==> src/rtl/xbus_pkg.sv <==
package xbus_pkg;
  localparam int BUS_W = 16;

  typedef enum logic [1:0] {
    RGN_INT  = 2'd0,
    RGN_STAT = 2'd1,
    RGN_DRAM = 2'd2,
    RGN_ALT  = 2'd3
  } region_e;

  typedef enum logic [2:0] {
    PH_IDLE = 3'd0,
    PH_ADR  = 3'd1,
    PH_STB  = 3'd2,
    PH_IADR = 3'd3,
    PH_ISTB = 3'd4,
    PH_HOLD = 3'd5
  } phase_e;
endpackage

==> src/rtl/xbus_seq.sv <==
module xbus_seq
  import xbus_pkg::*;
(
  input  logic    clk,
  input  logic    rst_n,
  input  logic    req_valid,
  input  logic    hold_req,
  input  logic    req_int,
  output logic    accept,
  output logic    ready,
  output phase_e  phase
);
  phase_e nxt;

  assign ready  = (phase == PH_IDLE) && !hold_req;
  assign accept = ready && req_valid;

  always_comb begin
    nxt = phase;
    unique case (phase)
      PH_IDLE: begin
        if (hold_req)      nxt = PH_HOLD;
        else if (req_valid) nxt = req_int ? PH_IADR : PH_ADR;
      end
      PH_ADR:  nxt = PH_STB;
      PH_STB:  nxt = PH_IDLE;
      PH_IADR: nxt = PH_ISTB;
      PH_ISTB: nxt = PH_IDLE;
      PH_HOLD: if (!hold_req) nxt = PH_IDLE;
      default: nxt = PH_IDLE;
    endcase
  end

  always_ff @(posedge clk or negedge rst_n) begin
    if (!rst_n) phase <= PH_IDLE;
    else        phase <= nxt;
  end
endmodule

==> src/rtl/xbus_lat.sv <==
module xbus_lat
  import xbus_pkg::*;
#(
  parameter int ADDR_W = 20
) (
  input  logic              clk,
  input  logic              rst_n,
  input  logic              accept,
  input  phase_e            phase,
  input  logic [ADDR_W-1:0] req_addr,
  input  logic [BUS_W-1:0]  req_wdata,
  input  logic              req_write,
  input  logic [1:0]        req_be,
  input  logic [1:0]        req_region,
  input  logic              narrow_bus,
  input  logic [BUS_W-1:0]  data_i,
  output logic              cur_wr,
  output logic [1:0]        cur_be,
  output logic              cur_dram,
  output logic              cur_narrow,
  output logic [BUS_W-1:0]  cur_wdata,
  output logic [ADDR_W-1:0] ext_addr,
  output logic              ext_hi_n,
  output logic              rsp_valid,
  output logic [BUS_W-1:0]  rsp_rdata
);
  localparam int HALF = BUS_W / 2;
  logic ext_req;
  assign ext_req = req_region != RGN_INT;

  always_ff @(posedge clk or negedge rst_n) begin
    if (!rst_n) begin
      cur_wr     <= 1'b0;
      cur_be     <= '0;
      cur_dram   <= 1'b0;
      cur_narrow <= 1'b0;
      cur_wdata  <= '0;
      ext_addr   <= '0;
      ext_hi_n   <= 1'b1;
    end else if (accept) begin
      cur_wr     <= req_write;
      cur_be     <= req_be;
      cur_dram   <= req_region == RGN_DRAM;
      cur_narrow <= narrow_bus;
      cur_wdata  <= req_wdata;
      if (ext_req) begin
        ext_addr <= req_addr;
        ext_hi_n <= narrow_bus | ~req_be[1];
      end
    end
  end

  always_ff @(posedge clk or negedge rst_n) begin
    if (!rst_n) begin
      rsp_valid <= 1'b0;
      rsp_rdata <= '0;
    end else begin
      rsp_valid <= (phase == PH_STB) && !cur_wr;
      if ((phase == PH_STB) && !cur_wr)
        rsp_rdata <= cur_narrow ? {{HALF{1'b0}}, data_i[HALF-1:0]} : data_i;
    end
  end
endmodule

==> src/rtl/xbus_pins.sv <==
module xbus_pins
  import xbus_pkg::*;
(
  input  phase_e             phase,
  input  logic               cur_wr,
  input  logic [1:0]         cur_be,
  input  logic               cur_dram,
  input  logic               cur_narrow,
  input  logic [BUS_W-1:0]   cur_wdata,
  output logic               ctl_oe,
  output logic               data_oe,
  output logic [BUS_W-1:0]   data_o,
  output logic               addr_latch,
  output logic               sel_n,
  output logic               rdstb_n,
  output logic               wrstb_n,
  output logic               wr_lo_n,
  output logic               wr_hi_n,
  output logic               row_stb_n,
  output logic               col_lo_n,
  output logic               col_hi_n,
  output logic               dram_we_n,
  output logic               gnt_n,
  output logic               wdt_stop
);
  logic in_ext, in_stb, stat, lo_sel, hi_sel;

  assign in_ext = (phase == PH_ADR) || (phase == PH_STB);
  assign in_stb = phase == PH_STB;
  assign stat   = !cur_dram;
  assign lo_sel = cur_narrow || cur_be[0];
  assign hi_sel = !cur_narrow && cur_be[1];

  assign ctl_oe     = phase != PH_HOLD;
  assign gnt_n      = phase != PH_HOLD;
  assign wdt_stop   = phase == PH_HOLD;
  assign addr_latch = (phase == PH_ADR) || (phase == PH_IADR);
  assign data_oe    = in_ext && cur_wr;
  assign data_o     = cur_wdata;

  assign sel_n   = !(in_ext && stat);
  assign rdstb_n = !(in_stb && stat && !cur_wr);
  assign wrstb_n = !(in_stb && stat && cur_wr);
  assign wr_lo_n = !(in_stb && stat && cur_wr && lo_sel);
  assign wr_hi_n = !(in_stb && stat && cur_wr && hi_sel);

  assign row_stb_n = !(in_ext && cur_dram);
  assign col_lo_n  = !(in_stb && cur_dram && lo_sel);
  assign col_hi_n  = !(in_stb && cur_dram && hi_sel);
  assign dram_we_n = !(in_stb && cur_dram && cur_wr);
endmodule

==> src/rtl/xbus_gpio.sv <==
module xbus_gpio #(
  parameter int GPIO_W = 8
) (
  input  logic              clk,
  input  logic              rst_n,
  input  logic              freeze,
  input  logic [GPIO_W-1:0] gpio_d,
  output logic [GPIO_W-1:0] gpio_q
);
  always_ff @(posedge clk or negedge rst_n) begin
    if (!rst_n)       gpio_q <= '0;
    else if (!freeze) gpio_q <= gpio_d;
  end
endmodule

==> src/rtl/xbus_bridge.sv <==
module xbus_bridge
  import xbus_pkg::*;
#(
  parameter int ADDR_W = 20,
  parameter int GPIO_W = 8
) (
  input  logic              clk,
  input  logic              rst_n,
  input  logic              req_valid,
  output logic              req_ready,
  input  logic [ADDR_W-1:0] req_addr,
  input  logic [15:0]       req_wdata,
  input  logic              req_write,
  input  logic [1:0]        req_be,
  input  logic [1:0]        req_region,
  input  logic              narrow_bus,
  output logic              rsp_valid,
  output logic [15:0]       rsp_rdata,
  input  logic              bus_req_n,
  output logic              bus_gnt_n,
  output logic              wdt_stop,
  input  logic [GPIO_W-1:0] gpio_d,
  output logic [GPIO_W-1:0] gpio_q,
  output logic              ctl_oe,
  output logic [ADDR_W-1:0] bus_addr,
  output logic              data_oe,
  output logic [15:0]       data_o,
  input  logic [15:0]       data_i,
  output logic              sel_n,
  output logic              rdstb_n,
  output logic              wrstb_n,
  output logic              wr_lo_n,
  output logic              wr_hi_n,
  output logic              hi_lane_n,
  output logic              addr_latch,
  output logic              row_stb_n,
  output logic              col_lo_n,
  output logic              col_hi_n,
  output logic              dram_we_n
);
  phase_e            phase;
  logic              accept;
  logic              cur_wr, cur_dram, cur_narrow;
  logic [1:0]        cur_be;
  logic [BUS_W-1:0]  cur_wdata;

  xbus_seq u_seq (
    .clk(clk), .rst_n(rst_n), .req_valid(req_valid),
    .hold_req(!bus_req_n), .req_int(req_region == RGN_INT),
    .accept(accept), .ready(req_ready), .phase(phase)
  );

  xbus_lat #(.ADDR_W(ADDR_W)) u_lat (
    .clk(clk), .rst_n(rst_n), .accept(accept), .phase(phase),
    .req_addr(req_addr), .req_wdata(req_wdata), .req_write(req_write),
    .req_be(req_be), .req_region(req_region), .narrow_bus(narrow_bus),
    .data_i(data_i), .cur_wr(cur_wr), .cur_be(cur_be), .cur_dram(cur_dram),
    .cur_narrow(cur_narrow), .cur_wdata(cur_wdata), .ext_addr(bus_addr),
    .ext_hi_n(hi_lane_n), .rsp_valid(rsp_valid), .rsp_rdata(rsp_rdata)
  );

  xbus_pins u_pins (
    .phase(phase), .cur_wr(cur_wr), .cur_be(cur_be), .cur_dram(cur_dram),
    .cur_narrow(cur_narrow), .cur_wdata(cur_wdata), .ctl_oe(ctl_oe),
    .data_oe(data_oe), .data_o(data_o), .addr_latch(addr_latch),
    .sel_n(sel_n), .rdstb_n(rdstb_n), .wrstb_n(wrstb_n), .wr_lo_n(wr_lo_n),
    .wr_hi_n(wr_hi_n), .row_stb_n(row_stb_n), .col_lo_n(col_lo_n),
    .col_hi_n(col_hi_n), .dram_we_n(dram_we_n), .gnt_n(bus_gnt_n),
    .wdt_stop(wdt_stop)
  );

  xbus_gpio #(.GPIO_W(GPIO_W)) u_gpio (
    .clk(clk), .rst_n(rst_n), .freeze(phase == PH_HOLD),
    .gpio_d(gpio_d), .gpio_q(gpio_q)
  );
endmodule

==> config.mk <==
export PLATFORM = sky130hd
export DESIGN_NAME = xbus_bridge
export DESIGN_NICKNAME = d
export VERILOG_FILES = /design/src/rtl/xbus_pkg.sv /design/src/rtl/xbus_seq.sv /design/src/rtl/xbus_lat.sv /design/src/rtl/xbus_pins.sv /design/src/rtl/xbus_gpio.sv /design/src/rtl/xbus_bridge.sv
export SDC_FILE = /design/constraint.sdc
export NUM_CORES = 1
export LEC_CHECK = 0
export BUFFER_PORTS_ARGS = -buffer_cell sky130_fd_sc_hd__buf_2
export CAP_MARGIN = 20
export CORE_MARGIN = 2
export CORE_UTILIZATION = 40
export DETAILED_ROUTE_END_ITERATION = 6
export PLACE_DENSITY = 0.8
export SLEW_MARGIN = 25
export SYNTH_ARGS = -nofsm -noshare
export SYNTH_HDL_FRONTEND = slang
export SYNTH_HIERARCHICAL = 1
export SYNTH_SLANG_ARGS = --single-unit
==> constraint.sdc <==
create_clock -name clk -period 3.6 [get_ports clk]
set_clock_uncertainty 0.05 [all_clocks]
set_input_delay 0.54 -clock clk [delete_from_list [all_inputs] [get_ports clk]]
set_output_delay 0.54 -clock clk [all_outputs]
set_load 0.02 [all_outputs]
# Word-level counts from Yosys, hierarchy flattened
# Cells that the tools add are included.
# word_totals
out_inout_bits	77
input_bits	70
regBits	70
# op_classes
reduce_logical	36
n_mux	6
bitwise	2
n_eq_ne	8
# op_table
op	count
$logic_and 1x1->1	16
$mux 16	1
$logic_not 1->1	12
$pmux 3 s4	1
$mux 3	3
$eq 3x2->1 const B	2
$ne 3x3->1 const B	2
$reduce_and 2->1	2
$eq 3x1->1 const B	1
$eq 3x3->1 const B	1
$logic_not 3->1	1
$logic_or 1x1->1	3
$eq 2x2->1 const B	1
$logic_not 2->1	1
$mux 2	1
$ne 2x2->1 const B	1
$reduce_bool 2->1	1
$not 1->1	1
$or 1x1->1	1

# Logic depth before layout (Yosys ltp)
# depth
depth_word	5
ltp_mapped	6
depth_no_buf	5

# By module
# Netlist, hierarchy kept.
# by_module_without_submodules
module	instances	cells_per_inst	area_per_inst_um2
xbus_lat	1	135	2252.2
xbus_gpio	1	17	331.6
xbus_pins	1	37	255.2
xbus_seq	1	15	151.4
xbus_bridge	1	3	16.3

# Worst setup path before layout
# OpenSTA, ideal clock, no wires.
# synth_path
path_type	register -> register
start	register u_seq.phase[0]
end	register u_lat.ext_addr[0]
setup_time_ps	125
period_less_slack_ps	2119
arrival_ps	1944
t_required_ps	3425
setup_slack_ps	1481
stages_incl_launch_ff	6
cell_sequence	dfrtp_1 nor4_2 and2_1 o21ai_0 buf_2 mux2_2
# synth_between
elab_chain_len	4
# synth_lines
element	line_no	text
start: declaration	xbus_seq.sv:11	output phase_e phase
start signal: assignment	xbus_seq.sv:36	else phase <= nxt;
$logic_not 3->1	xbus_seq.sv:15	assign ready = (phase == PH_IDLE) && !hold_req;
$logic_and 1x1->1	xbus_seq.sv:15	
net req_ready	xbus_bridge.sv:10	output logic req_ready,
$logic_and 1x1->1	xbus_seq.sv:16	assign accept = ready && req_valid;
net accept	xbus_bridge.sv:42	logic accept;
$reduce_and 2->1 (no source line)	--	
end signal: assignment	xbus_lat.sv:47	ext_addr <= req_addr;
end: declaration	xbus_lat.sv:22	output logic [ADDR_W-1:0] ext_addr,
# The timed path passes the listed nets, and every way through them passes these cells.
# A chain may end at the register's enable or synchronous reset.

# Final worst setup path
# layout_path
start	register u_seq.phase[2]
end	output wr_lo_n
# layout_between
elab_chain_len	5
# layout_lines
element	line_no	text
$eq 3x2->1	xbus_pins.sv:29	assign in_stb = phase == PH_STB;
$logic_and 1x1->1 (3 in series)	xbus_pins.sv:44	assign wr_lo_n = !(in_stb && stat && cur_wr && lo_sel);
$logic_not 1->1	xbus_pins.sv:44	
end: declaration	xbus_bridge.sv:32	output logic wr_lo_n,
# No other way between the ends.

==> flow_summary.yaml <==
run_status:
  status: "finished, final reports clean"
sta:
  finalCritPeriodShare_pct: 61.6
  finalHoldViolations: 0
  period_minus_slack_ns: 2.22
  rsz0062_at_grt: "no"
  timing.fmax_mhz: 451
  setup-violations-final: 0
  fin_tns_setup_ns: 0
  drv_slew: 0
  slew_headroom_pct: 42.5
  worstMarginPinSlew_ns: 0.862
yosys:
  avgSynthCellArea_um2: 14.5
  synth_commonest_cells: "dfrtp_1 (69), mux2_2 (57), buf_4 (17), nor2b_1 (9), mux2_4 (8)"
  synth-main-ff-cell: "dfrtp_1"
  synth_edf_count: 0
  synth_area_leader_cell: "dfrtp_1"
  syn_nets: 277
  seq_area_frac_synth_pct: 58.3
  post-synth-top-count-cell: "dfrtp_1"
  synth_seq_cells: 70
  syn_area_mm2: 0.00301
  synth.top_cell.area_share_pct: 57.4
  synth.top_cells.by_area: "dfrtp_1 (57%), mux2_2 (21%), buf_4 (4.2%)"
  yosys_warnings: 6
  yosysUniqueCellTypes: 30
  syn_inst: 207
  async_reset_ff_share_pct: 100
clock_tree:
  ctsResizeCount: 0
  post-cts-setup-buffer-count: 0
  clock-sinks: 70
  worst_setup_hold_path_clk_slew_ns: 0.08
  clock_latency_ns: 0.33
  tritoncts: "built"
  htreeDepth: 3
  numCtsBuffers: 9
  cts-root-buf: "clkbuf_8"
  clk_path_buf_depth: 2
  cts_hold_buf: 0
worst_setup_path:
  cp.arrival_ns: 1.63
  start_kind: "register"
  required_ns: 3.01
  criticalPathCategory: "register to output pin"
  endpoint_kind: "output pin"
  critPathMaxFanout: 15
floorplanning:
  num_rows: 31
  die-area_mm2: 0.00823
  die_w_um: 90.7
  ioPinCount: 147
  die_y_um: 90.7
  initial_core_util_pct: 41.5
  core-area_mm2: 0.00725
layout:
  diodes: 0
  layout.nets: 413
  drive_above_1_share_pct: 67.0
  fin_util_pct: 54.3
  postLayoutCellArea_mm2: 0.00394
  n_fill_cell: 636
  areaGrowthSynthToFinish_pct: 31.0
detailed_routing:
  drtIter0Drc: 50
  dr_total_vias: 2087
  drt-pass1-iter-count: 4
  drcViolationCount: 0
  wirelength_mm: 6.21
  routedWlPerCell_um: 13.9
  via_per_inst: 4.67
  ant_nets: 0
grt:
  grt_max_degree: 71
  antenna_found_initial: 0
  overflow: 0
  grt_pass1_wl_mm: 9.77
  first_global_vias: 2066
  grt_usage_pct: 14.8
job:
  maxCapViolations: 0
placement:
  io_buffer_count: 146
  dpl-instance-area_mm2: 0.00370
  place.gp.congestion: 0.700
  hpwl_mm: 4.44
power:
  power_uw: 3560
  ir_drop_v: 0.000530
  p_leak_uw: 0.00195
  power.density_mw_per_mm2: 903
worst_hold_path:
  hp-class: "input port to asynchronous set/reset pin"
==> flip-flops by register name, summed over array words and instances, names as in the netlist <==
register          count
u_lat/ext_addr       20
u_lat/cur_wdata      16
u_lat/rsp_rdata      16
u_gpio/gpio_q         8
u_seq/phase           3
u_lat/cur_be          2
u_lat/cur_dram        1
u_lat/cur_narrow      1
u_lat/cur_wr          1
u_lat/ext_hi_n        1
u_lat/rsp_valid       1
==> path summary, 6_finish.rpt <==
| path | startpoint | endpoint | slack (ns) | cells past startpoint |
|---|---|---|---|---|
| max in group asynchronous | rst_n | u_lat/cur_be[1]$_DFFE_PN0P_ | 2.67 | 1 |
| min reg2reg | u_lat/rsp_rdata[5]$_DFFE_PN0P_ | u_lat/rsp_rdata[5]$_DFFE_PN0P_ | 0.45 | 1 |
| min | rst_n | u_lat/rsp_rdata[2]$_DFFE_PN0P_ | 0.27 | 1 |
| max | u_seq/phase[2]$_DFFE_PN0P_ | wr_lo_n | 1.38 | 3 |
| max reg2reg | u_seq/phase[0]$_DFFE_PN0P_ | u_lat/cur_be[1]$_DFFE_PN0P_ | 1.62 | 4 |
| min in group clk | req_addr[9] | u_lat/ext_addr[9]$_DFFE_PN0P_ | 0.38 | 2 |
==> critical path, cell delays in order, from the launching register on <==
cell and delay (ns):
dfrtp_1 0.56, and4bb_1 0.43, o211ai_1 0.12, buf_2 0.18
==> stage by stage <==
step | hold slack (ns) | std cells | setup slack (ns)
after floorplan | 0.194 | 207 | 1.48
after global placement | 0.435 | 430 | 1.47
after detailed placement | 0.438 | 430 | 1.43
after CTS | 0.299 | 446 | 1.36
after global routing | 0.342 | 447 | 1.27
final | 0.267 | 447 | 1.38
==> cells in the final DEF, fill, tap and decap left out, types with 3 or more instances in the layout <==
cell type | synthesis | final
o21ai_0 | 4 | 3
nand3b_1 | 3 | 3
nand2_1 | 4 | 4
dfrtp_1 | 69 | 69
mux2_4 | 8 | 8
nor2b_1 | 9 | 9
buf_2 | 4 | 145
nor2_1 | 4 | 4
mux2_2 | 57 | 57
inv_1 | 5 | 5
clkbuf_8 | 0 | 9
==> where the power goes <==
group | switching, µW | internal (µW) | leakage (µW)
Sequential | 249 | 1140 | 0.000844
Clock | 294 | 389 | 0.000106
Combinational | 819 | 663 | 0.000997
==> area by class of cell <==
class | instances | area, µm² | share of cell area (%)
flip-flops and latches | 70 | 1750 | 44.5
multi-input cells | 109 | 1080 | 27.3
repair buffers | 148 | 752 | 19.1
clock buffers | 10 | 128 | 3.24
well taps | 99 | 124 | 3.15
clock inverters | 6 | 86.3 | 2.19
inverters | 5 | 18.8 | 0.477
==> cells by family (layout without fill, tap and decap cells) <==
family,after synthesis,after routing,share of synthesized area [%]
xor gates and xnor gates,2,2,0.583
DFF,70,70,58.3
buffers and inverters,28,169,6.28
AOI/OAI and AO/OA,8,8,1.54
and+or+nand+nor,34,34,7.95
muxes,65,65,25.3
==> metal layers <==
metal | track usage (%) | part of all wire [%]
met2 | 23.8 | 49
met1 | 18.2 | 42
met4 | 6.54 | 1.5
met5 | 0 | 0
met3 | 4.92 | 8.3
No activity file was read; power rests on OpenSTA's default activity.
